[src/rtl/irq_ctrl_pkg.sv]
package irq_ctrl_pkg;

  typedef struct packed {
    logic rise;
    logic fall;
  } edge_en_t;

  // Decode the 2-bit edge-select field for one pin (is_a = 1 for pin_a).
  function automatic edge_en_t decode_edge(input logic [1:0] sel, input logic is_a);
    edge_en_t en;
    unique case (sel)
      2'b00: en = '{rise: 1'b0, fall: 1'b1};
      2'b01: en = is_a ? '{rise: 1'b0, fall: 1'b1} : '{rise: 1'b1, fall: 1'b0};
      2'b10: en = is_a ? '{rise: 1'b1, fall: 1'b0} : '{rise: 1'b0, fall: 1'b1};
      default: en = '{rise: 1'b1, fall: 1'b1};
    endcase
    return en;
  endfunction

endpackage

[src/rtl/irq_pin_edge.sv]
module irq_pin_edge
  import irq_ctrl_pkg::*;
#(
  parameter int   SYNC_STAGES = 2,
  parameter logic IDLE_LEVEL  = 1'b1
) (
  input  logic     clk,
  input  logic     rst_n,
  input  logic     pin,
  input  edge_en_t en,
  output logic     hit
);

  logic [SYNC_STAGES-1:0] sync_q;
  logic                   prev_q;
  logic                   cur;

  generate
    if (SYNC_STAGES == 1) begin : g_one
      always_ff @(posedge clk) begin
        if (!rst_n) sync_q <= {SYNC_STAGES{IDLE_LEVEL}};
        else        sync_q <= pin;
      end
    end else begin : g_chain
      always_ff @(posedge clk) begin
        if (!rst_n) sync_q <= {SYNC_STAGES{IDLE_LEVEL}};
        else        sync_q <= {sync_q[SYNC_STAGES-2:0], pin};
      end
    end
  endgenerate

  assign cur = sync_q[SYNC_STAGES-1];

  always_ff @(posedge clk) begin
    if (!rst_n) prev_q <= IDLE_LEVEL;
    else        prev_q <= cur;
  end

  assign hit = (en.rise & cur & ~prev_q) | (en.fall & ~cur & prev_q);

endmodule

[src/rtl/irq_prio_pick.sv]
module irq_prio_pick #(
  parameter int NUM_SRC = 6,
  parameter int CODE_W  = 3,
  localparam int SRC_W  = $clog2(NUM_SRC)
) (
  input  logic [NUM_SRC-1:0] pend,
  input  logic [CODE_W-1:0]  code,
  output logic               any,
  output logic [SRC_W-1:0]   win
);

  always_comb begin
    int start_i;
    int idx;
    start_i = (int'(code) < NUM_SRC) ? int'(code) : 0;
    any = 1'b0;
    win = '0;
    for (int i = 0; i < NUM_SRC; i++) begin
      idx = (start_i + i) % NUM_SRC;
      if (!any && pend[idx]) begin
        any = 1'b1;
        win = SRC_W'(idx);
      end
    end
  end

endmodule

[src/rtl/irq_edge_vector_ctrl.sv]
module irq_edge_vector_ctrl
  import irq_ctrl_pkg::*;
#(
  parameter int   NUM_SRC     = 6,
  parameter int   ADDR_W      = 8,
  parameter int   DATA_W      = 8,
  parameter int   VEC_W       = 16,
  parameter int   PRIO_W      = 3,
  parameter int   SYNC_STAGES = 2,
  parameter int   REQ_ADDR    = 250,
  parameter int   MASK_ADDR   = 251,
  parameter int   PRIO_ADDR   = 249,
  parameter int   PIN_A_SRC   = 2,
  parameter int   PIN_B_SRC   = 0,
  parameter int   VEC_BASE    = 0,
  parameter logic PIN_IDLE    = 1'b1,
  localparam int  SRC_W       = $clog2(NUM_SRC),
  localparam int  NUM_PINS    = 2
) (
  input  logic              clk,
  input  logic              rst_n,
  input  logic              pin_a,
  input  logic              pin_b,
  input  logic              reg_wr_en,
  input  logic [ADDR_W-1:0] reg_addr,
  input  logic [DATA_W-1:0] reg_wdata,
  output logic [DATA_W-1:0] reg_rdata,
  output logic              grant_valid,
  input  logic              grant_ready,
  output logic [SRC_W-1:0]  grant_src,
  output logic [VEC_W-1:0]  grant_vector
);

  localparam int SEL_HI = DATA_W - 1;
  localparam int SEL_LO = DATA_W - 2;
  localparam int GIE_BIT = DATA_W - 1;
  localparam int PIN_SRC [NUM_PINS] = '{PIN_A_SRC, PIN_B_SRC};

  logic [NUM_SRC-1:0] req_q, req_nxt;
  logic [NUM_SRC-1:0] mask_q;
  logic [1:0]         sel_q;
  logic               gie_q;
  logic [PRIO_W-1:0]  prio_q;
  logic               valid_q;
  logic [SRC_W-1:0]   src_q;

  logic [NUM_PINS-1:0] pin_raw;
  logic [NUM_PINS-1:0] pin_hit;
  logic [NUM_SRC-1:0]  edge_set;
  logic                pick_any;
  logic [SRC_W-1:0]    pick_win;
  logic                accept;
  logic                wr_req, wr_mask, wr_prio;

  assign pin_raw = {pin_b, pin_a};
  assign wr_req  = reg_wr_en && (reg_addr == ADDR_W'(REQ_ADDR));
  assign wr_mask = reg_wr_en && (reg_addr == ADDR_W'(MASK_ADDR));
  assign wr_prio = reg_wr_en && (reg_addr == ADDR_W'(PRIO_ADDR));
  assign accept  = valid_q && grant_ready;

  // One synchronizer and edge detector per external pin.
  generate
    for (genvar p = 0; p < NUM_PINS; p++) begin : g_pin
      irq_pin_edge #(
        .SYNC_STAGES(SYNC_STAGES),
        .IDLE_LEVEL (PIN_IDLE)
      ) u_edge (
        .clk  (clk),
        .rst_n(rst_n),
        .pin  (pin_raw[p]),
        .en   (decode_edge(sel_q, (p == 0))),
        .hit  (pin_hit[p])
      );
    end
  endgenerate

  always_comb begin
    edge_set = '0;
    for (int p = 0; p < NUM_PINS; p++) begin
      if (pin_hit[p]) edge_set[PIN_SRC[p]] = 1'b1;
    end
  end

  irq_prio_pick #(
    .NUM_SRC(NUM_SRC),
    .CODE_W (PRIO_W)
  ) u_pick (
    .pend(req_q & mask_q),
    .code(prio_q),
    .any (pick_any),
    .win (pick_win)
  );

  // Request register: software write, then acceptance clear, then pin edges win.
  always_comb begin
    req_nxt = req_q;
    if (wr_req) req_nxt = reg_wdata[NUM_SRC-1:0];
    if (accept) req_nxt[src_q] = 1'b0;
    req_nxt = req_nxt | edge_set;
  end

  always_ff @(posedge clk) begin
    if (!rst_n) begin
      req_q  <= '0;
      sel_q  <= '0;
      mask_q <= '0;
      prio_q <= '0;
    end else begin
      req_q <= req_nxt;
      if (wr_req)  sel_q  <= reg_wdata[SEL_HI:SEL_LO];
      if (wr_mask) mask_q <= reg_wdata[NUM_SRC-1:0];
      if (wr_prio) prio_q <= reg_wdata[PRIO_W-1:0];
    end
  end

  // Global enable: dropped by acceptance, raised only by software.
  always_ff @(posedge clk) begin
    if (!rst_n) begin
      gie_q <= 1'b0;
    end else begin
      if (accept)  gie_q <= 1'b0;
      if (wr_mask) gie_q <= reg_wdata[GIE_BIT];
    end
  end

  // Grant stream: payload captured when raised, held until accepted.
  always_ff @(posedge clk) begin
    if (!rst_n) begin
      valid_q <= 1'b0;
      src_q   <= '0;
    end else if (accept) begin
      valid_q <= 1'b0;
    end else if (!valid_q && gie_q && pick_any) begin
      valid_q <= 1'b1;
      src_q   <= pick_win;
    end
  end

  assign grant_valid  = valid_q;
  assign grant_src    = src_q;
  assign grant_vector = VEC_W'(VEC_BASE) + (VEC_W'(src_q) << 1);

  always_comb begin
    reg_rdata = '0;
    if (reg_addr == ADDR_W'(REQ_ADDR)) begin
      reg_rdata[SEL_HI:SEL_LO]  = sel_q;
      reg_rdata[NUM_SRC-1:0]    = req_q;
    end else if (reg_addr == ADDR_W'(MASK_ADDR)) begin
      reg_rdata[GIE_BIT]        = gie_q;
      reg_rdata[NUM_SRC-1:0]    = mask_q;
    end else if (reg_addr == ADDR_W'(PRIO_ADDR)) begin
      reg_rdata[PRIO_W-1:0]     = prio_q;
    end
  end

endmodule

[config.mk]
export PLATFORM = sky130hd
export DESIGN_NAME = irq_edge_vector_ctrl
export DESIGN_NICKNAME = d
export VERILOG_FILES = /design/src/rtl/irq_ctrl_pkg.sv /design/src/rtl/irq_pin_edge.sv /design/src/rtl/irq_prio_pick.sv /design/src/rtl/irq_edge_vector_ctrl.sv
export SDC_FILE = /design/constraint.sdc
export NUM_CORES = 1
export LEC_CHECK = 0
export BUFFER_PORTS_ARGS = -buffer_cell sky130_fd_sc_hd__clkbuf_2
export CORE_MARGIN = 3
export CORE_UTILIZATION = 40
export DETAILED_ROUTE_END_ITERATION = 8
export PLACE_DENSITY = 0.67
export SYNTH_ARGS = -nofsm -noshare
export SYNTH_HDL_FRONTEND = slang
export SYNTH_SLANG_ARGS = --single-unit
[constraint.sdc]
create_clock -name clk -period 6.6 [get_ports clk]
set_clock_uncertainty 0.1 [all_clocks]
set_input_delay 0.99 -clock clk [delete_from_list [all_inputs] [get_ports clk]]
set_output_delay 0.99 -clock clk [all_outputs]
set_load 0.005 [all_outputs]
==> run metrics <==
Cell variety after synth 71; Setup TNS 0 ns; RSZ-0062 raised after global routing false; post-cts gate resize count 0; die height ~84 um; worst slew pin tran ~0.84 ns; Core Area around 5700 sq um; most common cell after layout, fill and taps aside clkbuf_2; Final Hold Viols 0; DIE AREA between 7000 and 8000 sq um; P_int about 260 uW; Max-slew headroom 44.0%; Die Wd approximately 84 um; Setup Crit Path Kind reg2reg; antenna cell count 0; pins over their slew limit 0; largest area contributor in the netlist dfxtp_1; most frequent cells in the layout clkbuf_2 (36), nor2_1 (30), dfxtp_1 (28); CTS Root Cell clkbuf_8; DR vias between 2000 and 2500; largest net degree at the start of global routing 19; Initial Utilization about 43%; Net count, final about 350; Avg WL per Cell between 10 and 15 um; number of H-tree levels 1; worst-path cell chain ha_1 > nand2b_1 > a211oi_1 > o22ai_1 > mux2i_1 > o21ba_1 > o211a_1 > or3_1 > a31oi_1; Design Power between 300 and 400 uW; arrival time worst endpoint ~3.3 ns; Power Dens Cells ~130 nW/um^2; placed wire-length estimate around 4.5 mm; # Max-Cap Violations 0; layout cells sized above 1 20.8%; Seq pwr share 52.6%; Register Area between 500 and 600 sq um; I/O Buffers 36; # fillers slightly below 600; Final setup viols 0; worst path required time roughly 6.7 ns; I/O Pins 50; Worst IR Drop VDD about 0.00017 V; YS warnings 0; TritonCTS clock tree yes; HP Class reg2reg; mapped cell area approximately 2500 sq um; Post-Syn Instances between 200 and 300; global-route usage over all layers roughly 16%; asr flop ratio synth 0%; vias per cell 5.65; CP max stage delay around 0.57 ns; Comb power frac under 10%; 1st-iter DRT viols around 140; first-pass GRT wire length 9.52 mm; Multi-input gate area 1680 sq um; critical path endpoint category register; Num CTS Buffers 3; Synth Register Bits 28; Clock Latency Late Sink about 0.27 ns; sequential cell area fraction in the yosys report a little under a quarter; Primary FF master, synth dfxtp_1; period utilization between 40 and 50%; Critical Path Start Type register; switching share of power around a fifth; final wirelength approximately 5.7 mm; synth top area cells dfxtp_1 (23%), mux2i_1 (10%), buf_4 (5.5%); Pre-Repair DR Iteration Count 4; CTS sink cnt 28; area grow syn2layout 6.32%; Pleak 0.00106 uW; Psw between 60 and 70 uW; CP max FO 17; initial antenna violation count 0; post-CTS setup buffer count 0; CTS Buffer Depth 2; Remaining Overflow, GRT 0; row count 27; status complete, no violations; Worst-path clk slew around 0.090 ns; vias in the first global route between 2000 and 2500; Avg Cell Area, Syn 8.32 sq um; DRC errors left 0; RD Place Congestion 0.979; post-route antenna net violation count 0; Yosys top cell area share 22.8%; minimum clock period approximately 3.2 ns; Crit-path slowest cell nand2b_1; EDFF count, synth 0; achievable frequency approximately 300 MHz; cts hold-fix bufs 0; Clock power frac 40.8%
==> sequential cells by signal, summed over array words and instances (netlist names) <==
| register | cells |
|---|---|
| gie_q | 1 |
| sel_q | 2 |
| prio_q | 3 |
| g_pin.u_edge.prev_q | 2 |
| grant_valid | 1 |
| grant_src | 3 |
| mask_q | 6 |
| g_pin.u_edge.sync_q | 4 |
| req_q | 6 |
==> cells in the mapped netlist (all sizes together), types with 2 or more instances <==
master / instances
a21o: 3
o31ai: 2
a22oi: 4
o21ai: 17
nand4: 2
inv: 7
nand3b: 5
nand2b: 13
o21bai: 2
nor2b: 7
o211ai: 4
a311oi: 2
ha: 5
a211oi: 3
nor3: 5
buf: 25
or2b: 2
o2111ai: 4
mux2i: 26
a31oi: 4
a21oi: 8
o21ba: 2
clkbuf: 4
dfxtp: 28
o21a: 4
mux2: 7
nor2: 30
and4b: 2
a32o: 2
nand2: 21
and3: 5
and2: 6
nand3: 13
==> worst max-delay path, delay by kind of cell, from the launching register on <==
kind,cells,cell delay [ns]
adder cells (fa/ha/maj),1,0.31
AO/OA/AOI/OAI,5,1.18
AND/OR/NAND/NOR,2,0.87
flip-flops,1,0.54
multiplexers,1,0.15
==> cells by family (layout without fill, tap and decap cells) <==
| family | Yosys count | in the layout | share of synthesized area [%] |
|---|---|---|---|
| DFF | 28 | 28 | 22.8 |
| and+or+nand+nor | 117 | 117 | 26.2 |
| xor gates and xnor gates | 1 | 1 | 0.357 |
| AOI/OAI and AO/OA | 72 | 72 | 22.1 |
| adders and majority gates | 5 | 5 | 2.55 |
| buffers and inverters | 37 | 48 | 10.7 |
| muxes | 34 | 34 | 15.2 |
| other | 1 | 13 | 0.153 |
==> power by group through the flow <==
stage / Clock, uW / Combinational, uW / Sequential [uW]
CTS: 136 / 21.5 / 173
finish: 134 / 21.5 / 173
detailed placement: 0 / 21.4 / 176
global route: 139 / 24.2 / 173
global placement: 0 / 21.3 / 176
floorplan: 0 / 17.2 / 176
==> per-stage QoR <==
step                hold WS (ns)  cells  area (sq um)  setup slack, ns  utilization [%]
detailed placement         0.303    386          2540             3.38             44.5
finish                     0.322    390          2610             3.37             45.7
CTS                        0.331    390          2610             3.36             45.7
floorplan                  0.286    307          2500             3.62                -
global route               0.343    390          2610             3.10             45.7
global placement           0.294    386          2540             3.47             44.5
==> layer usage <==
layer | vias up | part of all wire, % | global-route usage [%]
met5 | - | 0 | 0
met4 | 0 | 1.2 | 3.17
met3 | 8 | 6.8 | 1.77
met2 | 73 | 46 | 26.8
met1 | 1032 | 46 | 21.7
li1 | 1092 | - | -
==> path summary, 6_finish.rpt <==
check                       startpoint                         to  slack (ns)  cells past startpoint
min reg2reg  g_pin[0].u_edge.sync_q[0]  g_pin[0].u_edge.sync_q[1]        0.32                      1
max                          prio_q[1]               grant_src[0]        3.37                      9
min          g_pin[0].u_edge.sync_q[0]  g_pin[0].u_edge.sync_q[1]        0.32                      1
max reg2reg                  prio_q[1]               grant_src[0]        3.37                      9
==> area by class of cell <==
| type | count | area share (%) |
|---|---|---|
| well taps | 72 | 3.45 |
| clock inverters | 1 | 1.15 |
| multi-input cells | 242 | 64.3 |
| repair buffers | 36 | 6.90 |
| clock buffers | 3 | 1.58 |
| inverters | 8 | 1.15 |
| flip-flops and latches | 28 | 21.5 |
No activity file was read; power rests on OpenSTA's default activity.
